===== src/rtl/pwm_tbase_pkg.sv =====
package pwm_tbase_pkg;

    localparam int CNT_W      = 16;
    localparam int DIV_W      = 3;

    // Control word field positions
    localparam int MODE_LSB   = 0;
    localparam int PLOAD_BIT  = 3;
    localparam int DIVB_LSB   = 7;
    localparam int DIVA_LSB   = 10;

    typedef enum logic [1:0] {
        MODE_UP   = 2'b00,
        MODE_DOWN = 2'b01,
        MODE_UPDN = 2'b10,
        MODE_HOLD = 2'b11
    } cnt_mode_e;

    typedef struct packed {
        cnt_mode_e          mode;
        logic               ld_imm;
        logic [DIV_W-1:0]   div_a;
        logic [DIV_W-1:0]   div_b;
    } ctrl_t;

endpackage


===== src/rtl/pwm_tbase_prescale.sv =====
module pwm_tbase_prescale #(
    parameter int DIV_W = 3
) (
    input  logic             clk_i,
    input  logic             rst_ni,
    input  logic             restart_i,
    input  logic [DIV_W-1:0] div_a_i,
    input  logic [DIV_W-1:0] div_b_i,
    output logic             tick_o
);

    localparam int A_W = (1 << DIV_W) - 1;   // stage A counts up to 2^max-1
    localparam int B_W = DIV_W + 1;          // stage B counts up to 2*max-1

    typedef struct packed {
        logic [A_W-1:0] cnt_a;
        logic [B_W-1:0] cnt_b;
    } ps_state_t;

    ps_state_t      st_d, st_q;
    logic [A_W-1:0] lim_a;
    logic [B_W-1:0] lim_b;
    logic           a_wrap;
    logic           b_last;

    always_comb begin
        lim_a  = A_W'((32'd1 << div_a_i) - 32'd1);
        lim_b  = (div_b_i == '0) ? '0 : B_W'({div_b_i, 1'b0} - 1'b1);
        a_wrap = (st_q.cnt_a == lim_a);
        b_last = (st_q.cnt_b == lim_b);

        st_d = st_q;
        if (restart_i) begin
            st_d.cnt_a = '0;
            st_d.cnt_b = '0;
        end else begin
            st_d.cnt_a = a_wrap ? '0 : st_q.cnt_a + 1'b1;
            if (a_wrap) begin
                st_d.cnt_b = b_last ? '0 : st_q.cnt_b + 1'b1;
            end
        end
    end

    always_ff @(posedge clk_i or negedge rst_ni) begin
        if (!rst_ni) begin
            st_q <= '0;
        end else begin
            st_q <= st_d;
        end
    end

    assign tick_o = a_wrap && b_last;

endmodule


===== src/rtl/pwm_tbase_period.sv =====
module pwm_tbase_period #(
    parameter int W = 16
) (
    input  logic         clk_i,
    input  logic         rst_ni,
    input  logic         wr_i,
    input  logic         imm_i,
    input  logic [W-1:0] data_i,
    input  logic         load_i,
    output logic [W-1:0] active_o,
    output logic [W-1:0] active_nx_o,
    output logic [W-1:0] shadow_o
);

    typedef struct packed {
        logic [W-1:0] act;
        logic [W-1:0] shd;
    } prd_state_t;

    prd_state_t st_d, st_q;

    always_comb begin
        st_d = st_q;
        if (load_i) begin
            st_d.act = st_q.shd;
        end
        if (wr_i) begin
            st_d.shd = data_i;
            if (imm_i) begin
                st_d.act = data_i;
            end
        end
    end

    always_ff @(posedge clk_i or negedge rst_ni) begin
        if (!rst_ni) begin
            st_q <= '0;
        end else begin
            st_q <= st_d;
        end
    end

    assign active_o    = st_q.act;
    assign active_nx_o = st_d.act;
    assign shadow_o    = st_q.shd;

endmodule


===== src/rtl/pwm_tbase_counter.sv =====
module pwm_tbase_counter
    import pwm_tbase_pkg::*;
#(
    parameter int W = 16
) (
    input  logic         clk_i,
    input  logic         rst_ni,
    input  logic         tick_i,
    input  cnt_mode_e    mode_i,
    input  logic         dir_rst_i,
    input  logic [W-1:0] period_i,
    input  logic [W-1:0] period_nx_i,
    output logic         wrap_o,
    output logic [W-1:0] count_o,
    output logic         zero_evt_o,
    output logic         prd_evt_o
);

    typedef struct packed {
        logic [W-1:0] cnt;
        logic         down;
        logic         zero_evt;
        logic         prd_evt;
    } cnt_state_t;

    cnt_state_t   st_d, st_q;
    logic [W-1:0] cnt_nx;
    logic         down_nx;
    logic         step;

    // Next count and direction, independent of the period update
    always_comb begin
        step    = tick_i && (mode_i != MODE_HOLD);
        cnt_nx  = st_q.cnt;
        down_nx = st_q.down;
        if (step) begin
            unique case (mode_i)
                MODE_UP: begin
                    cnt_nx = (st_q.cnt >= period_i) ? '0 : st_q.cnt + 1'b1;
                end
                MODE_DOWN: begin
                    cnt_nx = (st_q.cnt == '0 || st_q.cnt > period_i)
                             ? period_i : st_q.cnt - 1'b1;
                end
                MODE_UPDN: begin
                    if (period_i == '0) begin
                        cnt_nx = '0;
                    end else if (!st_q.down) begin
                        if (st_q.cnt >= period_i) begin
                            cnt_nx  = st_q.cnt - 1'b1;
                            down_nx = 1'b1;
                        end else begin
                            cnt_nx = st_q.cnt + 1'b1;
                        end
                    end else begin
                        if (st_q.cnt == '0) begin
                            cnt_nx  = st_q.cnt + 1'b1;
                            down_nx = 1'b0;
                        end else begin
                            cnt_nx = st_q.cnt - 1'b1;
                        end
                    end
                end
                default: begin
                    cnt_nx = st_q.cnt;
                end
            endcase
        end
    end

    assign wrap_o = step && (cnt_nx == '0);

    // Register image, strobes compared with the updated period
    always_comb begin
        st_d          = st_q;
        st_d.cnt      = cnt_nx;
        st_d.down     = dir_rst_i ? 1'b0 : down_nx;
        st_d.zero_evt = step && (cnt_nx == '0);
        st_d.prd_evt  = step && (cnt_nx == period_nx_i);
    end

    always_ff @(posedge clk_i or negedge rst_ni) begin
        if (!rst_ni) begin
            st_q <= '0;
        end else begin
            st_q <= st_d;
        end
    end

    assign count_o    = st_q.cnt;
    assign zero_evt_o = st_q.zero_evt;
    assign prd_evt_o  = st_q.prd_evt;

endmodule


===== src/rtl/pwm_timebase.sv =====
module pwm_timebase
    import pwm_tbase_pkg::*;
(
    input  logic             clk_i,
    input  logic             rst_ni,
    input  logic             wr_en_i,
    input  logic             wr_sel_i,
    input  logic [CNT_W-1:0] wr_data_i,
    output logic [CNT_W-1:0] count_o,
    output logic             zero_evt_o,
    output logic             prd_evt_o
);

    ctrl_t            ctrl_d, ctrl_q;
    logic             wr_ctrl;
    logic             wr_prd;
    logic             tick_w;
    logic             wrap_w;
    cnt_mode_e        mode_w;
    logic [CNT_W-1:0] prd_act_w;
    logic [CNT_W-1:0] prd_act_nx_w;
    logic [CNT_W-1:0] prd_shd_w;
    logic             ctrl_spare_unused;

    assign wr_ctrl = wr_en_i && !wr_sel_i;
    assign wr_prd  = wr_en_i &&  wr_sel_i;
    assign ctrl_spare_unused = ^{wr_data_i[CNT_W-1:DIVA_LSB+DIV_W],
                                 wr_data_i[DIVB_LSB-1:PLOAD_BIT+1],
                                 wr_data_i[PLOAD_BIT-1:MODE_LSB+2]};

    always_comb begin
        ctrl_d = ctrl_q;
        if (wr_ctrl) begin
            ctrl_d.mode   = cnt_mode_e'(wr_data_i[MODE_LSB +: 2]);
            ctrl_d.ld_imm = wr_data_i[PLOAD_BIT];
            ctrl_d.div_a  = wr_data_i[DIVA_LSB +: DIV_W];
            ctrl_d.div_b  = wr_data_i[DIVB_LSB +: DIV_W];
        end
    end

    always_ff @(posedge clk_i or negedge rst_ni) begin
        if (!rst_ni) begin
            ctrl_q      <= '0;
            ctrl_q.mode <= MODE_HOLD;
        end else begin
            ctrl_q <= ctrl_d;
        end
    end

    assign mode_w = ctrl_q.mode;

    pwm_tbase_prescale #(
        .DIV_W (DIV_W)
    ) u_prescale (
        .clk_i     (clk_i),
        .rst_ni    (rst_ni),
        .restart_i (wr_ctrl),
        .div_a_i   (ctrl_q.div_a),
        .div_b_i   (ctrl_q.div_b),
        .tick_o    (tick_w)
    );

    pwm_tbase_period #(
        .W (CNT_W)
    ) u_period (
        .clk_i       (clk_i),
        .rst_ni      (rst_ni),
        .wr_i        (wr_prd),
        .imm_i       (ctrl_q.ld_imm),
        .data_i      (wr_data_i),
        .load_i      (wrap_w),
        .active_o    (prd_act_w),
        .active_nx_o (prd_act_nx_w),
        .shadow_o    (prd_shd_w)
    );

    pwm_tbase_counter #(
        .W (CNT_W)
    ) u_counter (
        .clk_i       (clk_i),
        .rst_ni      (rst_ni),
        .tick_i      (tick_w),
        .mode_i      (mode_w),
        .dir_rst_i   (wr_ctrl),
        .period_i    (prd_act_w),
        .period_nx_i (prd_act_nx_w),
        .wrap_o      (wrap_w),
        .count_o     (count_o),
        .zero_evt_o  (zero_evt_o),
        .prd_evt_o   (prd_evt_o)
    );

endmodule


===== config.mk =====
export PLATFORM = sky130hd
export DESIGN_NAME = pwm_timebase
export DESIGN_NICKNAME = d
export VERILOG_FILES = /design/src/rtl/pwm_tbase_pkg.sv /design/src/rtl/pwm_tbase_prescale.sv /design/src/rtl/pwm_tbase_period.sv /design/src/rtl/pwm_tbase_counter.sv /design/src/rtl/pwm_timebase.sv
export SDC_FILE = /design/constraint.sdc
export NUM_CORES = 1
export LEC_CHECK = 0
export ABC_AREA = 1
export BUFFER_PORTS_ARGS = -buffer_cell sky130_fd_sc_hd__buf_2
export CORE_ASPECT_RATIO = 1.4
export CORE_MARGIN = 5
export CORE_UTILIZATION = 28
export DETAILED_ROUTE_END_ITERATION = 16
export MAX_ROUTING_LAYER = met4
export PLACE_DENSITY_LB_ADDON = 0.12
export SLEW_MARGIN = 10
export SYNTH_ARGS = -nofsm -noshare
export SYNTH_HDL_FRONTEND = slang
export SYNTH_HIERARCHICAL = 1
export SYNTH_SLANG_ARGS = --single-unit

===== constraint.sdc =====
create_clock -name clk_i -period 4.7 [get_ports clk_i]
set_clock_uncertainty 0.05 [all_clocks]
set_input_delay 0.235 -clock clk_i [delete_from_list [all_inputs] [get_ports clk_i]]
set_output_delay 0.235 -clock clk_i [all_outputs]
set_load 0.02 [all_outputs]

==> reports/results.ini <==
[outcome]
status = finished, final reports clean

[sta]
slew_headroom = 0.360
tns_ps = 0
setup_viol_count_final = 0
slew_viol_final = 0
timing.final.crit_period_ps = 4300
hold_violations = 0
clock.fmax_mhz = 233
tightest_slew_ps = 960
period_share = 0.915
rsz0062_at_grt = false

[placed_design]
numPortBuffers = 37
gp_congestion = 0.882
hpwl_um = 17400
placed_cell_area_um2 = 6660

[global_route]
grt_max_degree = 72
grt_usage = 0.181
grt_pass1_vias = 6087
antenna_found_initial = 0
grt_overflow = 0
grt_pass1_wl_um = 33900

[yosys]
synth.distinct_cells = 40
yosysTopAreaCell = dfrtp_1
async_flop_share = 1.00
postSynthCellCount = 990
synth_nets = 1033
synth_edf_count = 0
ys_seq_area_frac = 0.290
syn_area_per_cell_um2 = 6.19
ys_ff_latch = 71
synth.area.top_cells = dfrtp_1, nand2_1, nand3_1, nor2_1, inv_1
synth_common_cells = nand2_1, nor2_1, inv_1
synth-main-ff-cell = dfrtp_1
yosysMostFrequentCell = nand2_1
synth_area_um2 = 6130
synth_top_cell_area_share = 0.282
yosys_warnings = 6

[clock_tree]
h-tree-depth = 3
cts_root_buf = clkbuf_16
cts_tree = done
clockBufferDepth = 2
clk_latency_ps = 340
cts_hold_buf = 0
numCtsBuffers = 9
cts.clk_slew.worst_paths_ps = 60
clock-sinks = 71

[cells_and_area]
seqCellArea_um2 = 1780
final_cell_area_um2 = 6990
nFillCells = 2467
syn_to_final_growth_pct = 14.0
multiInputGateArea_um2 = 3580
finish.utilization = 0.322
nNetsFinal = 1072
antenna_cells = 0
drive_gt1_frac = 0.129

[floorplan]
start_util = 0.283
core_um2 = 21700
die_x_um = 135
fp-row-count = 64
fp.dieArea_um2 = 25000
dieHeight_um = 185
ios = 38

[setup_path]
reg2reg_from = u_period/active_o[11]
crit_path_max_incr_delay_ps = 380
start_kind = register
critical_path_required_ps = 4920
crit_family = simple AND/OR/NAND/NOR gates
rrSetupSlack_ps = 400
worstPathArrival_ps = 4520
cpMaxStageDelayCell = a21oi_2
critPathMaxFanout = 28
reg2reg_to = u_counter/prd_evt_o
reg2regPathDepth = 31
critPathBufInv = 5
crit_type = reg2reg
end_kind = register
path_common_cell = nand2_1

[route]
vias = 6057
route.detailed.drc = 0
avgViaCountPerCell = 4.55
ant_nets = 0
totalWireLength_um = 21600
drtPass1Iterations = 4
drtIter0Drc = 381
routedWlPerCell_um = 16.2

[pwr]
p_leak_nw = 3.89
vdd_drop_max_mv = 0.203
powerDensity_nw_per_um2 = 570

[hold_path]
hold_path_class = in2async

[job]
cap_violations = 0

[repair_timing]
item	CTS	global route
resized for setup	1	8
buffers inserted	0	0
setup endpoints to repair	1	1
[where the power goes]
part,internal (W),switching (W),leakage [nW]
clock,0.000423,0.000277,0.144
sequential,0.000761,0.000147,0.876
combinational,0.000775,0.00160,2.87
[cell type report]
cell class	count	share of cell area
Multi-Input combinational cell	741	0.512
Timing Repair Buffer	71	0.0652
Clock inverter	6	0.00859
Inverter	135	0.0725
Clock buffer	10	0.0342
Tap cell	297	0.0532
Sequential cell	71	0.255
[flip-flops by register name (all words and copies together), names as in the netlist]
| register | count |
|---|---|
| ctrl_q | 7 |
| mode_w | 2 |
| u_counter/count_o | 16 |
| u_counter/prd_evt_o | 1 |
| u_counter/st_q | 1 |
| u_counter/zero_evt_o | 1 |
| u_period/active_o | 16 |
| u_period/shadow_o | 16 |
| u_prescale/st_q | 11 |
[logic make-up (layout without fill, tap and decap cells)]
group	after synthesis	in the layout	synth area share
compound gates	51	51	0.0476
simple gates	642	642	0.448
fa+ha+maj	23	23	0.0469
xor+xnor	25	25	0.0357
buf+inv	178	222	0.131
flops	71	71	0.290
[worst max path at each step]
stage,endpoint,cells past startpoint,startpoint
after floorplan,u_counter/prd_evt_o,35,ctrl_q[0]
after global placement,u_counter/prd_evt_o,31,ctrl_q[0]
after detailed placement,u_counter/prd_evt_o,31,ctrl_q[0]
after CTS,u_counter/prd_evt_o,31,ctrl_q[0]
after global routing,u_counter/prd_evt_o,31,ctrl_q[0]
final,u_counter/prd_evt_o,31,u_period/active_o[11]
[metrics by stage]
step | power, W | instances | hold WS (ps) | worst slack [ps]
CTS | 0.00401 | 1331 | 41.3 | 38.4
global placement | 0.00331 | 1315 | 404 | -109
floorplan | 0.00257 | 990 | -111 | 1100
finish | 0.00398 | 1331 | 0.736 | 400
global route | 0.00434 | 1331 | 87.6 | 30.2
detailed placement | 0.00329 | 1315 | 411 | -21.5
[layer usage]
layer	vias to the layer above	wire length, µm	global-route usage
li1	3139	-	-
met1	2742	8980	0.205
met2	132	11200	0.326
met3	44	558	0.0160
met4	0	877	0.0799
met5	-	0	-
[placed cells by master (no fill, tap or decap), drive strengths merged, types with 18 or more instances in the layout]
master and count:
buf 71, dfrtp 69, nand2 347, ha 23
inv 132, nand4 20, xor2 21, o21ai 18
a21oi 22, nor2 148, nand3 112
Power figures use the tool's default switching activity.
